===== src/rtl/uf_pkg.sv =====
package uf_pkg;
  typedef struct packed {
    logic [1:0] trig_sel;
    logic       dma_mode;
    logic       fifo_en;
  } uf_cfg_t;

  // threshold for a select code, scaled to the queue depth
  function automatic int unsigned trig_level(input logic [1:0] sel, input int unsigned depth);
    case (sel)
      2'd0:    return 1;
      2'd1:    return depth / 4;
      2'd2:    return depth / 2;
      default: return depth - 2;
    endcase
  endfunction
endpackage


===== src/rtl/uf_fifo.sv =====
module uf_fifo #(
  parameter int W     = 8,
  parameter int DEPTH = 16,
  localparam int AW   = $clog2(DEPTH),
  localparam int CW   = AW + 1
) (
  input  logic          clk,
  input  logic          rst_n,
  input  logic          clr,
  input  logic          in_valid,
  output logic          in_ready,
  input  logic [W-1:0]  in_data,
  output logic          out_valid,
  input  logic          out_ready,
  output logic [W-1:0]  out_data,
  output logic          overrun,
  output logic [CW-1:0] count
);
  logic [W-1:0]  mem [DEPTH];
  logic [AW-1:0] wr_ptr, rd_ptr;
  logic [W-1:0]  last_q;
  logic          do_push, do_pop;

  assign in_ready  = (count != CW'(DEPTH));
  assign out_valid = (count != '0);
  assign do_push   = in_valid && in_ready && !clr;
  assign do_pop    = out_valid && out_ready && !clr;
  assign out_data  = out_valid ? mem[rd_ptr] : last_q;

  always_ff @(posedge clk) begin
    if (do_push) mem[wr_ptr] <= in_data;
  end

  always_ff @(posedge clk) begin
    if (!rst_n) begin
      wr_ptr  <= '0;
      rd_ptr  <= '0;
      count   <= '0;
      last_q  <= '0;
      overrun <= 1'b0;
    end else begin
      overrun <= in_valid && !in_ready && !clr;
      if (clr) begin
        wr_ptr <= '0;
        rd_ptr <= '0;
        count  <= '0;
      end else begin
        if (do_push) wr_ptr <= wr_ptr + 1'b1;
        if (do_pop) begin
          rd_ptr <= rd_ptr + 1'b1;
          last_q <= mem[rd_ptr];
        end
        count <= count + CW'(do_push) - CW'(do_pop);
      end
    end
  end


  count_range_chk: assert property (@(posedge clk) disable iff (!rst_n)
    count <= CW'(DEPTH));

  full_hold_chk: assert property (@(posedge clk) disable iff (!rst_n)
    (count == CW'(DEPTH)) && !out_ready && !clr |=> (count == CW'(DEPTH)) && overrun == $past(in_valid));

  empty_pop_chk: assert property (@(posedge clk) disable iff (!rst_n)
    (count == '0) && !in_valid && !clr |=> (count == '0) && $stable(out_data));
endmodule


===== src/rtl/uf_cfg.sv =====
module uf_cfg
  import uf_pkg::*;
(
  input  logic       clk,
  input  logic       rst_n,
  input  logic       wr,
  input  logic [7:0] data,
  output uf_cfg_t    cfg,
  output logic       rx_clr,
  output logic       tx_clr,
  output logic [7:0] cfg_q
);
  logic [1:0] unused_rsv;
  assign unused_rsv = data[5:4];

  // flush bits act only in a write that also enables the queues
  assign rx_clr = wr && data[0] && data[1];
  assign tx_clr = wr && data[0] && data[2];
  assign cfg_q  = {cfg.trig_sel, 2'b00, cfg.dma_mode, 2'b00, cfg.fifo_en};

  always_ff @(posedge clk) begin
    if (!rst_n) begin
      cfg <= '0;
    end else if (wr) begin
      if (data[0]) cfg <= '{trig_sel: data[7:6], dma_mode: data[3], fifo_en: 1'b1};
      else         cfg.fifo_en <= 1'b0;
    end
  end


  disable_keep_chk: assert property (@(posedge clk) disable iff (!rst_n)
    wr && !data[0] |=> !cfg.fifo_en && cfg.trig_sel == $past(cfg.trig_sel) && cfg.dma_mode == $past(cfg.dma_mode));
endmodule


===== src/rtl/uf_dma_flags.sv =====
module uf_dma_flags
  import uf_pkg::*;
#(
  parameter int DEPTH = 16,
  localparam int CW   = $clog2(DEPTH) + 1
) (
  input  logic          clk,
  input  logic          rst_n,
  input  uf_cfg_t       cfg,
  input  logic [CW-1:0] tx_count,
  input  logic [CW-1:0] rx_count,
  input  logic          rx_timeout,
  output logic          rx_trig,
  output logic          txrdy_n,
  output logic          rxrdy_n
);
  logic          mode1, rx_req, rx_held;
  logic [CW-1:0] level;

  assign mode1   = cfg.fifo_en && cfg.dma_mode;
  assign level   = CW'(trig_level(cfg.trig_sel, DEPTH));
  assign rx_trig = (rx_count >= level);
  assign rx_req  = rx_trig || rx_timeout || (rx_held && rx_count != '0);

  always_ff @(posedge clk) begin
    if (!rst_n) rx_held <= 1'b0;
    else        rx_held <= mode1 && rx_req;
  end

  assign txrdy_n = mode1 ? (tx_count == CW'(DEPTH)) : (tx_count != '0);
  assign rxrdy_n = mode1 ? !rx_req : (rx_count == '0);


  tx_room_chk: assert property (@(posedge clk) disable iff (!rst_n)
    mode1 && tx_count < CW'(DEPTH) |-> !txrdy_n);

  rx_drained_chk: assert property (@(posedge clk) disable iff (!rst_n)
    mode1 && rx_count == '0 && !rx_timeout |-> rxrdy_n);

  rx_mode0_chk: assert property (@(posedge clk) disable iff (!rst_n)
    !mode1 |-> rxrdy_n == (rx_count == '0));
endmodule


===== src/rtl/uart_fifo_ctrl.sv =====
module uart_fifo_ctrl
  import uf_pkg::*;
#(
  parameter int W     = 8,
  parameter int DEPTH = 16,
  localparam int CW   = $clog2(DEPTH) + 1
) (
  input  logic          clk,
  input  logic          rst_n,
  input  logic          cfg_wr,
  input  logic [7:0]    cfg_data,
  output logic [7:0]    cfg_q,
  input  logic          tx_in_valid,
  output logic          tx_in_ready,
  input  logic [W-1:0]  tx_in_data,
  output logic          tx_out_valid,
  input  logic          tx_out_ready,
  output logic [W-1:0]  tx_out_data,
  output logic          tx_overrun,
  output logic [CW-1:0] tx_count,
  input  logic          rx_in_valid,
  output logic          rx_in_ready,
  input  logic [W-1:0]  rx_in_data,
  output logic          rx_out_valid,
  input  logic          rx_out_ready,
  output logic [W-1:0]  rx_out_data,
  output logic          rx_overrun,
  output logic [CW-1:0] rx_count,
  input  logic          rx_timeout,
  output logic          rx_trig,
  output logic          txrdy_n,
  output logic          rxrdy_n
);
  uf_cfg_t cfg;
  logic    rx_clr, tx_clr;

  uf_cfg u_cfg (
    .clk(clk), .rst_n(rst_n), .wr(cfg_wr), .data(cfg_data),
    .cfg(cfg), .rx_clr(rx_clr), .tx_clr(tx_clr), .cfg_q(cfg_q)
  );

  uf_fifo #(.W(W), .DEPTH(DEPTH)) u_txq (
    .clk(clk), .rst_n(rst_n), .clr(tx_clr),
    .in_valid(tx_in_valid), .in_ready(tx_in_ready), .in_data(tx_in_data),
    .out_valid(tx_out_valid), .out_ready(tx_out_ready), .out_data(tx_out_data),
    .overrun(tx_overrun), .count(tx_count)
  );

  uf_fifo #(.W(W), .DEPTH(DEPTH)) u_rxq (
    .clk(clk), .rst_n(rst_n), .clr(rx_clr),
    .in_valid(rx_in_valid), .in_ready(rx_in_ready), .in_data(rx_in_data),
    .out_valid(rx_out_valid), .out_ready(rx_out_ready), .out_data(rx_out_data),
    .overrun(rx_overrun), .count(rx_count)
  );

  uf_dma_flags #(.DEPTH(DEPTH)) u_flags (
    .clk(clk), .rst_n(rst_n), .cfg(cfg),
    .tx_count(tx_count), .rx_count(rx_count), .rx_timeout(rx_timeout),
    .rx_trig(rx_trig), .txrdy_n(txrdy_n), .rxrdy_n(rxrdy_n)
  );


  rx_flush_chk: assert property (@(posedge clk) disable iff (!rst_n)
    cfg_wr && cfg_data[0] && cfg_data[1] |=> rx_count == '0 && !cfg_q[1]);

  tx_flush_chk: assert property (@(posedge clk) disable iff (!rst_n)
    cfg_wr && cfg_data[0] && cfg_data[2] |=> tx_count == '0 && !cfg_q[2]);
endmodule


===== config.mk =====
export PLATFORM = sky130hd
export DESIGN_NAME = uart_fifo_ctrl
export DESIGN_NICKNAME = d
export VERILOG_FILES = /design/src/rtl/uf_pkg.sv /design/src/rtl/uf_fifo.sv /design/src/rtl/uf_cfg.sv /design/src/rtl/uf_dma_flags.sv /design/src/rtl/uart_fifo_ctrl.sv
export SDC_FILE = /design/constraint.sdc
export NUM_CORES = 1
export LEC_CHECK = 0
export BUFFER_PORTS_ARGS = -buffer_cell sky130_fd_sc_hd__buf_4
export CAP_MARGIN = 15
export CORE_ASPECT_RATIO = 1.1
export CORE_MARGIN = 1
export CORE_UTILIZATION = 50
export DETAILED_ROUTE_END_ITERATION = 8
export HOLD_SLACK_MARGIN = 0.05
export PLACE_DENSITY = 0.69
export SLEW_MARGIN = 10
export SYNTH_ARGS = -nofsm -noshare
export SYNTH_HDL_FRONTEND = slang
export SYNTH_SLANG_ARGS = --single-unit

===== constraint.sdc =====
create_clock -name clk -period 3.24 [get_ports clk]
set_input_delay 0.648 -clock clk [delete_from_list [all_inputs] [get_ports clk]]
set_output_delay 0.648 -clock clk [all_outputs]
set_load 0.01 [all_outputs]

* After elaboration in Yosys (flattened, before gate mapping)
Memories as Yosys holds them, arrays and structs flattened. A register that Yosys moved wholly into a read port is not among the register bits.
Index checks and enable logic that the tools add are counted.
** Storage, ports and cells
- Bits in registers :: 49
- Bits in latches :: 0
- RAM bits :: 256
- ROM bits :: 0
- Output and inout bits :: 43
- Memories :: 2
** Cells by class
- $add $sub $neg :: 8
- Multipliers :: 0
- Divide/modulo/power cells :: 0
- Order comparisons :: 1
- Equal/unequal tests :: 5
- Shifts and indexed selects :: 0
- Mux-type cells :: 14
- Bitwise gates (word level) :: 3
- Reductions and logical operators :: 34
** Memories
- u_rxq.mem :: words 16, width 8, rd ports 1, clocked after Yosys merged registers in 1, wr ports 1, line uf_fifo.sv:19 : logic [W-1:0] mem [DEPTH];
- u_txq.mem :: words 16, width 8, rd ports 1, clocked after Yosys merged registers in 1, wr ports 1, line uf_fifo.sv:19
** Operators with widths (number)
- $logic_and A1 B1 Y1 :: 18
- $add A4 B1 Y4 const B :: 4
- $mux W4 :: 4
- $mux W8 :: 2
- $pmux W4 S3 :: 1
- $add A5 B1 Y5 :: 2
- $ne A5 B5 Y1 const B :: 2
- $reduce_bool A5 Y1 :: 2
- $sub A5 B1 Y5 :: 2
- $mux W1 :: 7
- $reduce_and A2 Y1 :: 3
- $eq A5 B5 Y1 const B :: 1
- $ge A5 B4 Y1 :: 1
- $logic_not A1 Y1 :: 5
- $logic_not A5 Y1 :: 1
- $reduce_or A2 Y1 :: 2
- $not A1 Y1 :: 3
- $eq A2 B1 Y1 const B :: 1
- $eq A2 B2 Y1 const B :: 1
- $logic_not A2 Y1 :: 1
- $logic_or A1 B1 Y1 :: 2

* Logic depth before layout (Yosys ltp)
- Depth in word-level cells :: 7
- Mapped depth :: 14
- Gate-level depth less buffers :: 14

* Hierarchy
Synthesis repeated with hierarchy kept, for this count alone.
** Unflattened totals
- Cells, all modules :: 858
- Area total of the unflattened synthesis :: 13000.0 um2
** Modules (own cells, without submodules)
- uf_fifo :: instances 2, cells an instance 402, area each 6278.5 um2, seq. area each 4364.2 um2
- uf_cfg :: instances 1, cells an instance 27, area each 226.5 um2, seq. area each 80.1 um2
- uf_dma_flags :: instances 1, cells an instance 27, area each 216.5 um2, seq. area each 20.0 um2

* Worst setup path after synthesis
Ideal clock, no wire load.
- Path type :: register to register
- From :: reg u_txq.count[3]
- To :: reg u_txq.count[4]
- Data arrival time :: 2815 ps
- Data required time :: 3170 ps
- Setup slack :: 355 ps
- Cell stages (with the launch flop) :: 15
- Clock period less this slack :: 2885 ps
- Cells stage by stage :: dfxtp_1 > inv_1 > ha_1 > nor4b_4 > inv_2 > nand3_1 > inv_2 > ha_1 > inv_1 > ha_1 > fa_1 > a21oi_1 > nor2_1 > or3_1 > a21oi_1
** RTL lines
- from (decl) :: line uf_fifo.sv:17 : output logic [CW-1:0] count
- from (signal assigned) :: line uf_fifo.sv:53 : count <= count + CW'(do_push) - CW'(do_pop);
- $reduce_bool A5 Y1 :: line uf_fifo.sv:25 : assign out_valid = (count != '0);
- via tx_out_valid :: line uart_fifo_ctrl.sv:16 : output logic tx_out_valid,
- $logic_and A1 B1 Y1 (2 in series) :: line uf_fifo.sv:27 : assign do_pop = out_valid && out_ready && !clr;
- via u_txq.do_pop :: line uf_fifo.sv:22 : logic do_push, do_pop;
- $sub A5 B1 Y5 :: line uf_fifo.sv:53
The timed path passes the listed nets, and every way through them passes these cells.
A chain may end at the register's enable or synchronous reset.

==> results.md <==
| Result | This run | Unit |
|:---|:---|:---|
| Nets | 923 | - |
| Cell Count, Final, Fillers Out | 1,234 | - |
| Area enclosed by the die boundary | 0.0266 | sq mm |
| Total wirelength of the detailed-routed design | 25,600 | um |
| Horizontal die dimension | 155 | um |
| Fillers | 1,877 | - |
| Top cell type's share of synthesized area | 0.593 | - |
| Layout-stage area growth over the synthesis result | 15.6 | % |
| Leak Pwr | 0.00502 | uW |
| Antenna violations before repair | 0 | - |
| Clk Tree Root Cell | sky130_fd_sc_hd__clkbuf_16 | - |
| Number of hold-slack violations in the final timing report | 0 | - |
| Clock sink total | 313 | - |
| Yosys warnings | 0 | - |
| Worst-Skew Late Latency | 0.55 | ns |
| Aggregate global-route resource usage | 0.197 | - |
| Port buffer count | 68 | - |
| Layer with the highest usage after global routing | met2 | - |
| Seq cells post-synth | 313 | - |
| Avg Vias per Cell | 5.63 | - |
| Min Clock Period, post-route | 3.14 | ns |
| Hold path cells | 3 | - |
| Run status | finished clean | - |
| Master of the slowest instance on the critical path | sky130_fd_sc_hd__mux4_1 | - |
| TritonCTS clock tree | yes | - |
| Count of placed standard cells including taps | 1,176 | - |
| Placement Setup Slack | 0.357 | ns |
| I/O pin count | 75 | - |
| Type of the tightest min-delay check | in -> reg | - |
| Global-route wire length before repair | 39,400 | um |
| Setup WS post-layout | 0.104 | ns |
| Met2 Use GR | 0.353 | - |
| Worst-path maximum fanout | 16 | - |
| Total negative slack for setup checks | 0 | ns |
| Total placed instance area | 0.0140 | sq mm |
| Worst Setup Start Kind | register | - |
| DRC marker count from the first detailed-route iteration | 470 | - |
| Top post-synthesis cells by area | sky130_fd_sc_hd__edfxtp_1 59%, sky130_fd_sc_hd__mux4_2 10%, sky130_fd_sc_hd__dfxtp_1 8.8%, sky130_fd_sc_hd__ha_1 2.4%, sky130_fd_sc_hd__mux2i_1 2.2% | - |
| DRT Pass-1 Iters | 5 | - |
| Placeable core region | 0.0253 | sq mm |
| Total setup buffers inserted after CTS | 0 | - |
| Post-synthesis instance total | 762 | - |
| Pin count of the biggest net entering global routing | 34 | - |
| Half-perimeter wire length of the detailed placement result | 16,800 | um |
| Number of nets still failing antenna checks after routing | 0 | - |
| Count of final setup violators | 0 | - |
| Post-DR wirelength/cell | 20.7 | um |
| Fraction of layout instances using a drive strength above 1 | 0.288 | - |
| GR Util met1 | 0.245 | - |
| Kind of critical path | reg -> out | - |
| H-tree levels | 1 | - |
| Final slew viol count | 0 | - |
| Sequential standard cell area | 0.00883 | sq mm |
| Maximum root-to-sink buffer count | 3 | - |
| P per Cell Area | 694 | mW/mm^2 |
| Cell chain of the critical path | buf_12 > mux4_1 > mux2i_1 > mux2_2 > o21ai_1 > buf_4 | - |
| Hold bufs inserted after CTS | 0 | - |
| Required time of the worst setup path | 2.59 | ns |
| Number of vias in the routed layout | 6,944 | - |
| Nature of the critical path endpoint | primary output | - |
| Diode insertion count for antenna repair | 0 | - |
| Worst-Margin Slew | 0.873 | ns |
| Register clock-pin slew on the reported worst setup and hold paths | 0.06 | ns |
| Syn Std Cell Area | 0.0130 | sq mm |
| Fin crit share | 0.968 | - |
| Global routing met3 resource utilization | 0.0241 | - |
| Worst clock skew | 0.0106 | ns |
| Max-capacitance violation count | 0 | - |
| Placement Rows | 61 | - |
| Post-synthesis sequential area ratio | 0.681 | - |
| Combined area of the multi-input logic cells | 0.00378 | sq mm |
| Arrival time at the worst endpoint | 2.49 | ns |
| Initial Util | 0.511 | - |
| Total power draw | 10,400 | uW |
| Synth unique cells | 46 | - |
| Max-Slew Margin vs Limit | 0.416 | - |
| CP max stage delay | 0.58 | ns |
| Die Y | 171 | um |
| Library cell with the largest summed area after synthesis | sky130_fd_sc_hd__edfxtp_1 | - |
| Number of global-route vias before repair | 7,172 | - |
| Worst reg-to-reg path cell count | 14 | - |
| Unrepaired setup endpoints after global routing | no | - |
| Largest voltage drop on the vdd net | 0.604 | mV |
| Area of all placed cells without fillers | 0.0150 | sq mm |
| Placer Congestion | 0.810 | - |
| Overflow left after global routing | 0 | - |
| Fmax | 319 | MHz |
| Mean Syn Cell Area | 17.0 | sq um |
| Total CTS buffers | 31 | - |
| Number of remaining DRC errors | 0 | - |
layout by cell type (no fill, tap or decap), drive strengths merged, types with 8 or more instances in the layout:
cell type    n
clkbuf      49
nor2        48
nand2       43
and3         8
dfxtp       57
o21ai       21
mux4        64
ha          25
o221ai      16
nor3         8
nand3       33
mux2i       32
buf        107
clkinv       8
edfxtp     256
inv         21
a21oi       17
xor2        10
mux2        16
per-stage QoR:
| stage | util | hold slack [ns] |
|---|---|---|
| finish | 0.591 | 0.380 |
| global route | 0.591 | 0.378 |
| CTS | 0.590 | 0.370 |
| detailed placement | 0.551 | 0.477 |
| global placement | 0.551 | 0.465 |
| floorplan | - | 0.453 |
worst paths after layout:
path	startpoint	end	slack (ns)
max	register	rx_out_data[3]	0.10
min	cfg_data[3]	u_cfg.cfg[1]$_SDFFE_PN0N_	0.38
max reg2reg	u_txq.count[3]$_SDFF_PP0_	u_txq.count[4]$_SDFF_PP0_	0.33
min reg2reg	u_rxq.last_q[3]$_SDFFE_PN0P_	u_rxq.last_q[3]$_SDFFE_PN0P_	0.50
registers in the layout, summed over array words and instances, names as in the netlist, named ones only:
name and flops:
u_rxq.wr_ptr 4, u_txq.rd_ptr 4, u_rxq.count 5, u_txq.mem 128, u_cfg.cfg 4, u_rxq.last_q 8
u_rxq.rd_ptr 4, u_txq.overrun 1, u_rxq.overrun 1, u_txq.wr_ptr 4, u_rxq.mem 128, u_txq.last_q 8
u_flags.rx_held 1, u_txq.count 5
power by group:
part | leakage [uW] | switching [uW] | internal [uW] | total [uW]
clock | 0.000491 | 1410 | 2020 | 3430
combinational | 0.00176 | 1190 | 1030 | 2220
sequential | 0.00278 | 177 | 4570 | 4750
total | 0.00502 | 2780 | 7620 | 10400
final cells by class:
type | instances | share of cell area
flip-flops and latches | 313 | 0.589
repair buffers | 108 | 0.0578
well taps | 346 | 0.0289
multi-input cells | 389 | 0.252
inverters | 21 | 0.00543
clock inverters | 9 | 0.00476
clock buffers | 48 | 0.0614
cell usage after synthesis, drive strengths merged:
| master | n |
|---|---|
| a211oi | 1 |
| a21boi | 4 |
| a21o | 2 |
| a21oi | 17 |
| a31oi | 3 |
| and3 | 8 |
| buf | 28 |
| clkbuf | 14 |
| conb | 1 |
| dfxtp | 57 |
| edfxtp | 256 |
| fa | 2 |
| ha | 25 |
| inv | 21 |
| mux2 | 16 |
| mux2i | 32 |
| mux4 | 64 |
| nand2 | 43 |
| nand2b | 6 |
| nand3 | 33 |
| nand3b | 1 |
| nand4 | 7 |
| nand4bb | 2 |
| nor2 | 48 |
| nor3 | 8 |
| nor4b | 2 |
| o2111a | 1 |
| o211ai | 1 |
| o21ai | 21 |
| o221ai | 16 |
| or2 | 1 |
| or3 | 4 |
| or3b | 1 |
| xnor2 | 6 |
| xor2 | 10 |
repair_timing:
action	CTS	global route
resized for setup	2	3
gates cloned	0	1
endpoints found under the hold margin	0	0
setup endpoints to repair	2	5
per-layer routing:
metal,up-vias,share of wire
met5,-,0
met4,0,0.027
met3,50,0.047
met2,198,0.52
met1,3522,0.40
li1,3174,-
critical path: cells and delay by family (launching register included):
kind / cells / cell delay [ns]
AO/OA/AOI/OAI: 1 / 0.06
buffers and inverters: 2 / 0.35
flip-flops: 1 / 0.40
multiplexers: 3 / 1.11
kinds of logic after synthesis:
logic type | synth area share
other cells | 0.000289
compound gates | 0.0353
simple gates | 0.0632
xor+xnor | 0.0108
buf+inv | 0.0291
flops | 0.681
mux | 0.153
fa+ha+maj | 0.0272
(Power assumes the default switching activity.)
